==> config.mk <==
export PLATFORM = sky130hd
export DESIGN_NAME = cbj_unit
export DESIGN_NICKNAME = d
export VERILOG_FILES = /design/src/rtl/cbj_pkg.sv /design/src/rtl/cbj_decode.sv /design/src/rtl/cbj_target.sv /design/src/rtl/cbj_slot.sv /design/src/rtl/cbj_unit.sv
export SDC_FILE = /design/constraint.sdc
export NUM_CORES = 1
export LEC_CHECK = 0
export BUFFER_PORTS_ARGS = -buffer_cell sky130_fd_sc_hd__buf_2
export CAP_MARGIN = 15
export CORE_MARGIN = 4
export CORE_UTILIZATION = 57
export DETAILED_ROUTE_END_ITERATION = 12
export PLACE_DENSITY = 0.83
export SYNTH_ARGS = -nofsm -noshare
export SYNTH_HDL_FRONTEND = slang
export SYNTH_HIERARCHICAL = 1
export SYNTH_SLANG_ARGS = --single-unit
==> constraint.sdc <==
create_clock -name clk -period 5.03 [get_ports clk]
set_clock_uncertainty 0.2 [all_clocks]
set_input_delay 0.2515 -clock clk [delete_from_list [all_inputs] [get_ports clk]]
set_output_delay 0.2515 -clock clk [all_outputs]
set_load 0.02 [all_outputs]
==> src/rtl/cbj_pkg.sv <==
package cbj_pkg;

  localparam logic [4:0] OP_BR_EQZ  = 5'b00100;
  localparam logic [4:0] OP_BR_NEZ  = 5'b00101;
  localparam logic [4:0] OP_GROUP8  = 5'b01100;
  localparam logic [4:0] OP_BR_ALL  = 5'b00010;
  localparam logic [4:0] OP_JMP_ABS = 5'b00011;
  localparam logic [4:0] OP_REGREG  = 5'b11101;

  typedef enum logic [2:0] {
    K_NONE,
    K_BR_REG,
    K_BR_TEST,
    K_BR_ALWAYS,
    K_JMP_ABS,
    K_JMP_REG
  } kind_e;

  typedef struct packed {
    kind_e kind;
    logic  want_zero;
    logic  from_ra;
    logic  link;
    logic  xchg;
    logic  bad;
  } dec_t;

endpackage

==> src/rtl/cbj_decode.sv <==
module cbj_decode
  import cbj_pkg::*;
(
  input  logic [15:0] hw0,
  output dec_t        dec
);

  always_comb begin
    dec = '0;
    dec.kind = K_NONE;
    case (hw0[15:11])
      OP_BR_EQZ: begin
        dec.kind      = K_BR_REG;
        dec.want_zero = 1'b1;
      end
      OP_BR_NEZ: begin
        dec.kind      = K_BR_REG;
        dec.want_zero = 1'b0;
      end
      OP_GROUP8: begin
        if (hw0[10:9] == 2'b00) begin
          dec.kind      = K_BR_TEST;
          dec.want_zero = ~hw0[8];
        end
      end
      OP_BR_ALL: dec.kind = K_BR_ALWAYS;
      OP_JMP_ABS: begin
        dec.kind = K_JMP_ABS;
        dec.link = 1'b1;
        dec.xchg = hw0[10];
      end
      OP_REGREG: begin
        if (hw0[4:0] == 5'b00000) begin
          case (hw0[7:5])
            3'b000: dec.kind = K_JMP_REG;
            3'b001: begin
              dec.kind    = K_JMP_REG;
              dec.from_ra = 1'b1;
            end
            3'b010: begin
              dec.kind = K_JMP_REG;
              dec.link = 1'b1;
            end
            default: dec.bad = 1'b1;
          endcase
        end
      end
      default: dec.kind = K_NONE;
    endcase
  end

endmodule

==> src/rtl/cbj_target.sv <==
module cbj_target
  import cbj_pkg::*;
#(
  parameter int ADDR_W = 32
) (
  input  logic [ADDR_W-1:0] pc,
  input  logic [15:0]       hw0,
  input  logic [15:0]       hw1,
  input  dec_t              dec,
  input  logic [ADDR_W-1:0] rx_val,
  input  logic [ADDR_W-1:0] ra_val,
  input  logic [ADDR_W-1:0] test_val,
  output logic              taken,
  output logic [ADDR_W-1:0] target,
  output logic              link_we,
  output logic [ADDR_W-1:0] link_val,
  output logic              slot_req,
  output logic              illegal
);

  localparam int SHORT_LEN = 2;
  localparam int LONG_LEN  = 4;
  localparam int SLOT_LEN  = 2;
  localparam int ABS_LOW   = 26;

  logic [ADDR_W-1:0] next_short, next_long;
  logic [ADDR_W-1:0] off_near, off_far, abs_tgt;
  logic              cond_src_zero;

  assign next_short = pc + ADDR_W'(SHORT_LEN);
  assign next_long  = pc + ADDR_W'(LONG_LEN);
  assign off_near   = {{(ADDR_W-10){hw0[7]}}, hw0[7:0], 2'b00};
  assign off_far    = {{(ADDR_W-12){hw0[10]}}, hw0[10:0], 1'b0};
  assign abs_tgt    = {next_long[ADDR_W-1:ABS_LOW], hw0[4:0], hw0[9:5], hw1[15:1],
                       hw1[0] ^ dec.xchg};

  always_comb begin
    cond_src_zero = 1'b0;
    taken    = 1'b0;
    target   = next_short;
    link_we  = 1'b0;
    link_val = '0;
    slot_req = 1'b0;
    illegal  = dec.bad;
    case (dec.kind)
      K_BR_REG, K_BR_TEST: begin
        cond_src_zero = (dec.kind == K_BR_REG) ? (rx_val == '0) : (test_val == '0);
        taken  = (cond_src_zero == dec.want_zero);
        target = next_short + off_near;
      end
      K_BR_ALWAYS: begin
        taken  = 1'b1;
        target = next_short + off_far;
      end
      K_JMP_ABS: begin
        taken    = 1'b1;
        target   = abs_tgt;
        slot_req = 1'b1;
        link_we  = dec.link;
        link_val = next_long + ADDR_W'(SLOT_LEN);
      end
      K_JMP_REG: begin
        taken    = 1'b1;
        target   = dec.from_ra ? ra_val : rx_val;
        slot_req = 1'b1;
        link_we  = dec.link;
        link_val = next_short + ADDR_W'(SLOT_LEN);
      end
      default: taken = 1'b0;
    endcase
  end

endmodule

==> src/rtl/cbj_slot.sv <==
module cbj_slot #(
  parameter int ADDR_W = 32
) (
  input  logic              clk,
  input  logic              rst,
  input  logic              step,
  input  logic              jump_now,
  input  logic [ADDR_W-1:0] pc,
  output logic [ADDR_W-1:0] base
);

  logic              pending;
  logic [ADDR_W-1:0] jump_pc;

  assign base = pending ? jump_pc : pc;

  always_ff @(posedge clk) begin
    if (rst) begin
      pending <= 1'b0;
      jump_pc <= '0;
    end else if (step) begin
      pending <= jump_now;
      jump_pc <= pc;
    end
  end

endmodule

==> src/rtl/cbj_unit.sv <==
module cbj_unit
  import cbj_pkg::*;
#(
  parameter int ADDR_W = 32
) (
  input  logic              clk,
  input  logic              rst,
  input  logic              in_valid,
  input  logic [ADDR_W-1:0] pc_in,
  input  logic [15:0]       hw_first,
  input  logic [15:0]       hw_second,
  input  logic [ADDR_W-1:0] rx_val,
  input  logic [ADDR_W-1:0] ra_val,
  input  logic [ADDR_W-1:0] test_val,
  output logic              res_valid,
  output logic              br_taken,
  output logic [ADDR_W-1:0] br_target,
  output logic              link_we,
  output logic [ADDR_W-1:0] link_val,
  output logic              slot_req,
  output logic [ADDR_W-1:0] slot_base,
  output logic              illegal
);

  dec_t              dec;
  logic              c_taken, c_link_we, c_slot, c_illegal;
  logic [ADDR_W-1:0] c_target, c_link_val, c_base;

  cbj_decode u_decode (
    .hw0 (hw_first),
    .dec (dec)
  );

  cbj_target #(.ADDR_W(ADDR_W)) u_target (
    .pc       (pc_in),
    .hw0      (hw_first),
    .hw1      (hw_second),
    .dec      (dec),
    .rx_val   (rx_val),
    .ra_val   (ra_val),
    .test_val (test_val),
    .taken    (c_taken),
    .target   (c_target),
    .link_we  (c_link_we),
    .link_val (c_link_val),
    .slot_req (c_slot),
    .illegal  (c_illegal)
  );

  cbj_slot #(.ADDR_W(ADDR_W)) u_slot (
    .clk      (clk),
    .rst      (rst),
    .step     (in_valid),
    .jump_now (c_slot),
    .pc       (pc_in),
    .base     (c_base)
  );

  always_ff @(posedge clk) begin
    if (rst) begin
      res_valid <= 1'b0;
      br_taken  <= 1'b0;
      link_we   <= 1'b0;
      slot_req  <= 1'b0;
      illegal   <= 1'b0;
      br_target <= '0;
      link_val  <= '0;
      slot_base <= '0;
    end else begin
      res_valid <= in_valid;
      br_taken  <= in_valid & c_taken;
      link_we   <= in_valid & c_link_we;
      slot_req  <= in_valid & c_slot;
      illegal   <= in_valid & c_illegal;
      if (in_valid) begin
        br_target <= c_target;
        link_val  <= c_link_val;
        slot_base <= c_base;
      end
    end
  end

endmodule

==> reports/metrics.yaml <==
status:
  outcome: "finished, final reports clean"
worst_setup_path:
  reg2reg_to: "slot_base[0]"
  critPathMaxStageDelay_ps: 520
  crit_chain: "dlygate4sd3_1 -> buf_2 -> ha_1 -> nand3_1 -> or2_2 -> nor2_1 -> xnor2_1 -> inv_1 -> ha_1 -> a21o_1 -> a21o_1 -> a21oi_1 -> nor2_1 -> a211oi_1 -> a21oi_1 -> o21ai_0 -> nand3b_1 -> a21oi_1 -> mux2i_1 -> nor2_1"
  crit_slowest_cell: "dlygate4sd3_1"
  worst-path-max-fanout: 8
  worstSetupStartpoint: "pc_in[2]"
  cp.arrival_ps: 4970
  end_kind: "flop"
  worstReg2RegStart: "u_slot/pending"
  crit_required_ps: 5200
  start_kind: "primary input"
  reg2reg_slack_ps: 2900
  worstRegToRegCells: 3
  critPathKind: "primary input to flop"
min_path:
  worstHoldStart: "pc_in[3]"
  whs_path_depth: 3
  hp-class: "primary input to flop"
  hold_end: "u_slot/jump_pc[3]"
power_and_ir_drop:
  clkPwrFrac_pct: 37.5
  p_leak_nw: 6.89
  switching_share_pct: 36.2
  p_seq_share_pct: 31.2
  internal_power_mw: 2.34
  power.density_mw_per_mm2: 245
  switchingPower_mw: 1.33
  combPwrFrac_pct: 31.3
  vdd_drop_max_mv: 0.214
global_routing:
  grt_usage_pct: 36.7
  grt_max_degree: 77
  grt_pass1_wl_mm: 71.5
  grt-ovfl-total: 0
  antenna_found_initial: 0
  first_global_vias: 12972
finish:
  area_growth_pct: 17.7
  fin_util_pct: 68.6
  final_cell_count_no_fill: 2131
  stdcell_area_mm2: 0.0150
  fin_nets: 2076
  drive_gt1_share_pct: 23.5
die:
  die_y_um: 158
  row_count: 54
  initial_core_util_pct: 58.2
  die_x_um: 158
  core_mm2: 0.0219
  boundaryPins: 264
  die-area_mm2: 0.0248
timing:
  fmax_ghz: 0.208
  slew_headroom_pct: 24.1
  setup_viol: 0
  slew_viol_final: 0
  fin_tns_setup_ps: 0
  fin_crit_ps: 4800
  post-route-period-util_pct: 95.4
  hold_violations: 0
  worst_pin_slew_ps: 1140
detailed_routing:
  detailedRoute.firstIterationViolations: 1520
  drc: 0
  wire_per_inst_um: 22.2
  viasPerCell: 6.36
  vias: 13552
  firstDrtPassIters: 9
  antenna_left: 0
  wl_mm: 47.4
synth:
  yosys_most_used_dff: "dfxtp_1"
  netlist_area_mm2: 0.0127
  yosysWarnings: 6
  synth-seq-cells: 134
  synth-edff-count: 0
  syn-num-nets: 1830
  ys_seq_area_share_pct: 21.0
  synthCells: 1591
  yosysUniqueCellTypes: 91
  synth_async_sr_flop_share_pct: 0
  syn_avg_cell_area_um2: 8.01
clock_network:
  h-tree-depth: 4
  clk_latency_ps: 430
  cts_root_buffer: "clkbuf_16"
  cts_tree: "done"
  cts_buffers: 17
  clk_pin_slew_ps: 70
  cts_max_path_buffers: 2
  cts_sinks: 134
run:
  drv_cap: 0
placed_design:
  hpwl_mm: 36.8
  io_buffers: 263
  dp.cells: 2095
  gp_congestion: 1.08
  place_area_mm2: 0.0143
[synth_stat cells, types with 4 or more instances]
cell type	count	area [um^2]
nor2_1	264	991
and3_1	20	125
o22ai_1	6	37.5
xnor2_1	81	709
mux2_4	30	450
o211ai_1	11	82.6
o21bai_1	7	52.6
dfxtp_1	134	2680
buf_12	7	140
buf_4	12	90.1
o21a_1	13	97.6
and2_1	20	125
a31oi_1	15	93.8
a221oi_1	12	105
nand2b_1	10	62.6
o21ai_0	47	235
clkbuf_1	56	210
inv_1	31	116
o31ai_1	7	52.6
ha_1	74	926
a21oi_1	101	505
or3_1	11	68.8
nand2_1	90	338
buf_2	10	50.1
a21o_1	30	225
a211oi_1	19	143
and4_1	6	52.6
mux2_2	10	113
a22oi_1	5	37.5
buf_8	4	60.1
mux2i_1	162	1620
nor4_1	21	131
o221ai_1	7	61.3
a32oi_1	4	35.0
nand3b_1	5	37.5
nand3_1	37	185
nor3_1	33	165
buf_1	8	30.0
or2_2	6	37.5
xor2_1	49	429
nand4_1	26	163
nor2b_1	12	75.1
[state kept, by name, summed over array words and instances, names as in the netlist]
signal          flops
illegal             1
u_slot/jump_pc     32
slot_req            1
u_slot/pending      1
br_target          32
slot_base          32
link_val           32
br_taken            1
link_we             1
res_valid           1
[cell type report]
cell class	instances	area [um^2]
diodes	1	2.50
clock buffers	18	439
clock inverters	14	179
fillers	1796	6880
inverters	31	116
multi-input cells	1327	9430
flip-flops and latches	134	2680
well taps	280	350
repair buffers	326	1800
[worst max-delay path by stage]
stage and end:
2_1_floorplan br_target[31], 3_3_place_gp br_target[30], 3_5_place_dp br_target[30], 4_1_cts br_target[30]
5_1_grt br_target[31], 6_report br_target[30]
[routing by layer]
layer / up-vias / wire length, um / share of wire (%) / track usage, %
met2: 831 / 21400 / 45 / 59.5
met4: 0 / 2500 / 5.3 / 19.2
met1: 6317 / 18500 / 39 / 46.0
li1: 6234 / - / - / -
met3: 170 / 4980 / 11 / 7.75
met5: - / 0 / 0 / 0
[cells in the final DEF, fill, tap and decap left out, drive strengths merged, types with 7 or more instances in the layout]
cell | Yosys | layout
dfxtp | 134 | 134
o21ai | 48 | 48
nor2b | 12 | 12
nand4 | 29 | 29
and2 | 20 | 20
a211oi | 19 | 19
inv | 31 | 41
a21o | 30 | 30
or2 | 8 | 8
o21a | 13 | 13
clkbuf | 57 | 18
nand2b | 10 | 10
mux2 | 40 | 40
or3 | 11 | 11
xnor2 | 81 | 81
nand3 | 39 | 39
and3 | 20 | 20
a31oi | 15 | 15
o221ai | 7 | 7
nor2 | 264 | 264
o211ai | 11 | 11
o21bai | 7 | 7
buf | 42 | 324
mux2i | 162 | 162
nor3 | 34 | 34
ha | 74 | 74
xor2 | 49 | 49
nand2 | 90 | 90
a21oi | 101 | 101
a221oi | 12 | 12
nor4 | 23 | 23
o31ai | 7 | 7
[stage by stage]
stage | hold WS [ps] | setup WS, ps | total power [mW]
floorplan | 198 | 955 | 1.91
global placement | 267 | 370 | 2.26
detailed placement | 280 | 261 | 2.27
CTS | 0.780 | 176 | 3.65
global route | 27.7 | -28.4 | 3.82
finish | 6.35 | 229 | 3.67
[worst max-delay path: cells and delay by family]
family	cells	cell delay [ps]
xor+xnor	1	250
compound gates	7	1750
fa+ha+maj	2	600
buf+inv	3	910
mux	1	120
simple gates	6	1080
[power by group through the flow]
stage	clock network [mW]	logic, mW	registers [mW]
after floorplan	0	0.699	1.21
after global placement	0	1.09	1.16
after detailed placement	0	1.10	1.17
after CTS	1.39	1.11	1.14
after global routing	1.44	1.23	1.15
final	1.38	1.15	1.14
[cells by family (layout without fill, tap and decap cells)]
kind of cell	after synthesis	count (layout)	synth area share [%]
AND/OR/NAND/NOR	592	592	22.7
AO/OA/AOI/OAI	323	323	16.6
multiplexers	203	203	17.3
flip-flops	134	134	21.0
XOR/XNOR	130	130	8.93
buffers and inverters	130	389	5.59
adder cells (fa/ha/maj)	79	79	7.81
other	0	1	0
[repair_timing]
item / in CTS / in global routing
endpoints found under the hold margin: 2 / 0
setup endpoints to repair: 0 / 8
hold buffers: 2 / 0
gates resized for setup: 0 / 10
setup buffers: 0 / 1
(Power assumes the default switching activity.)
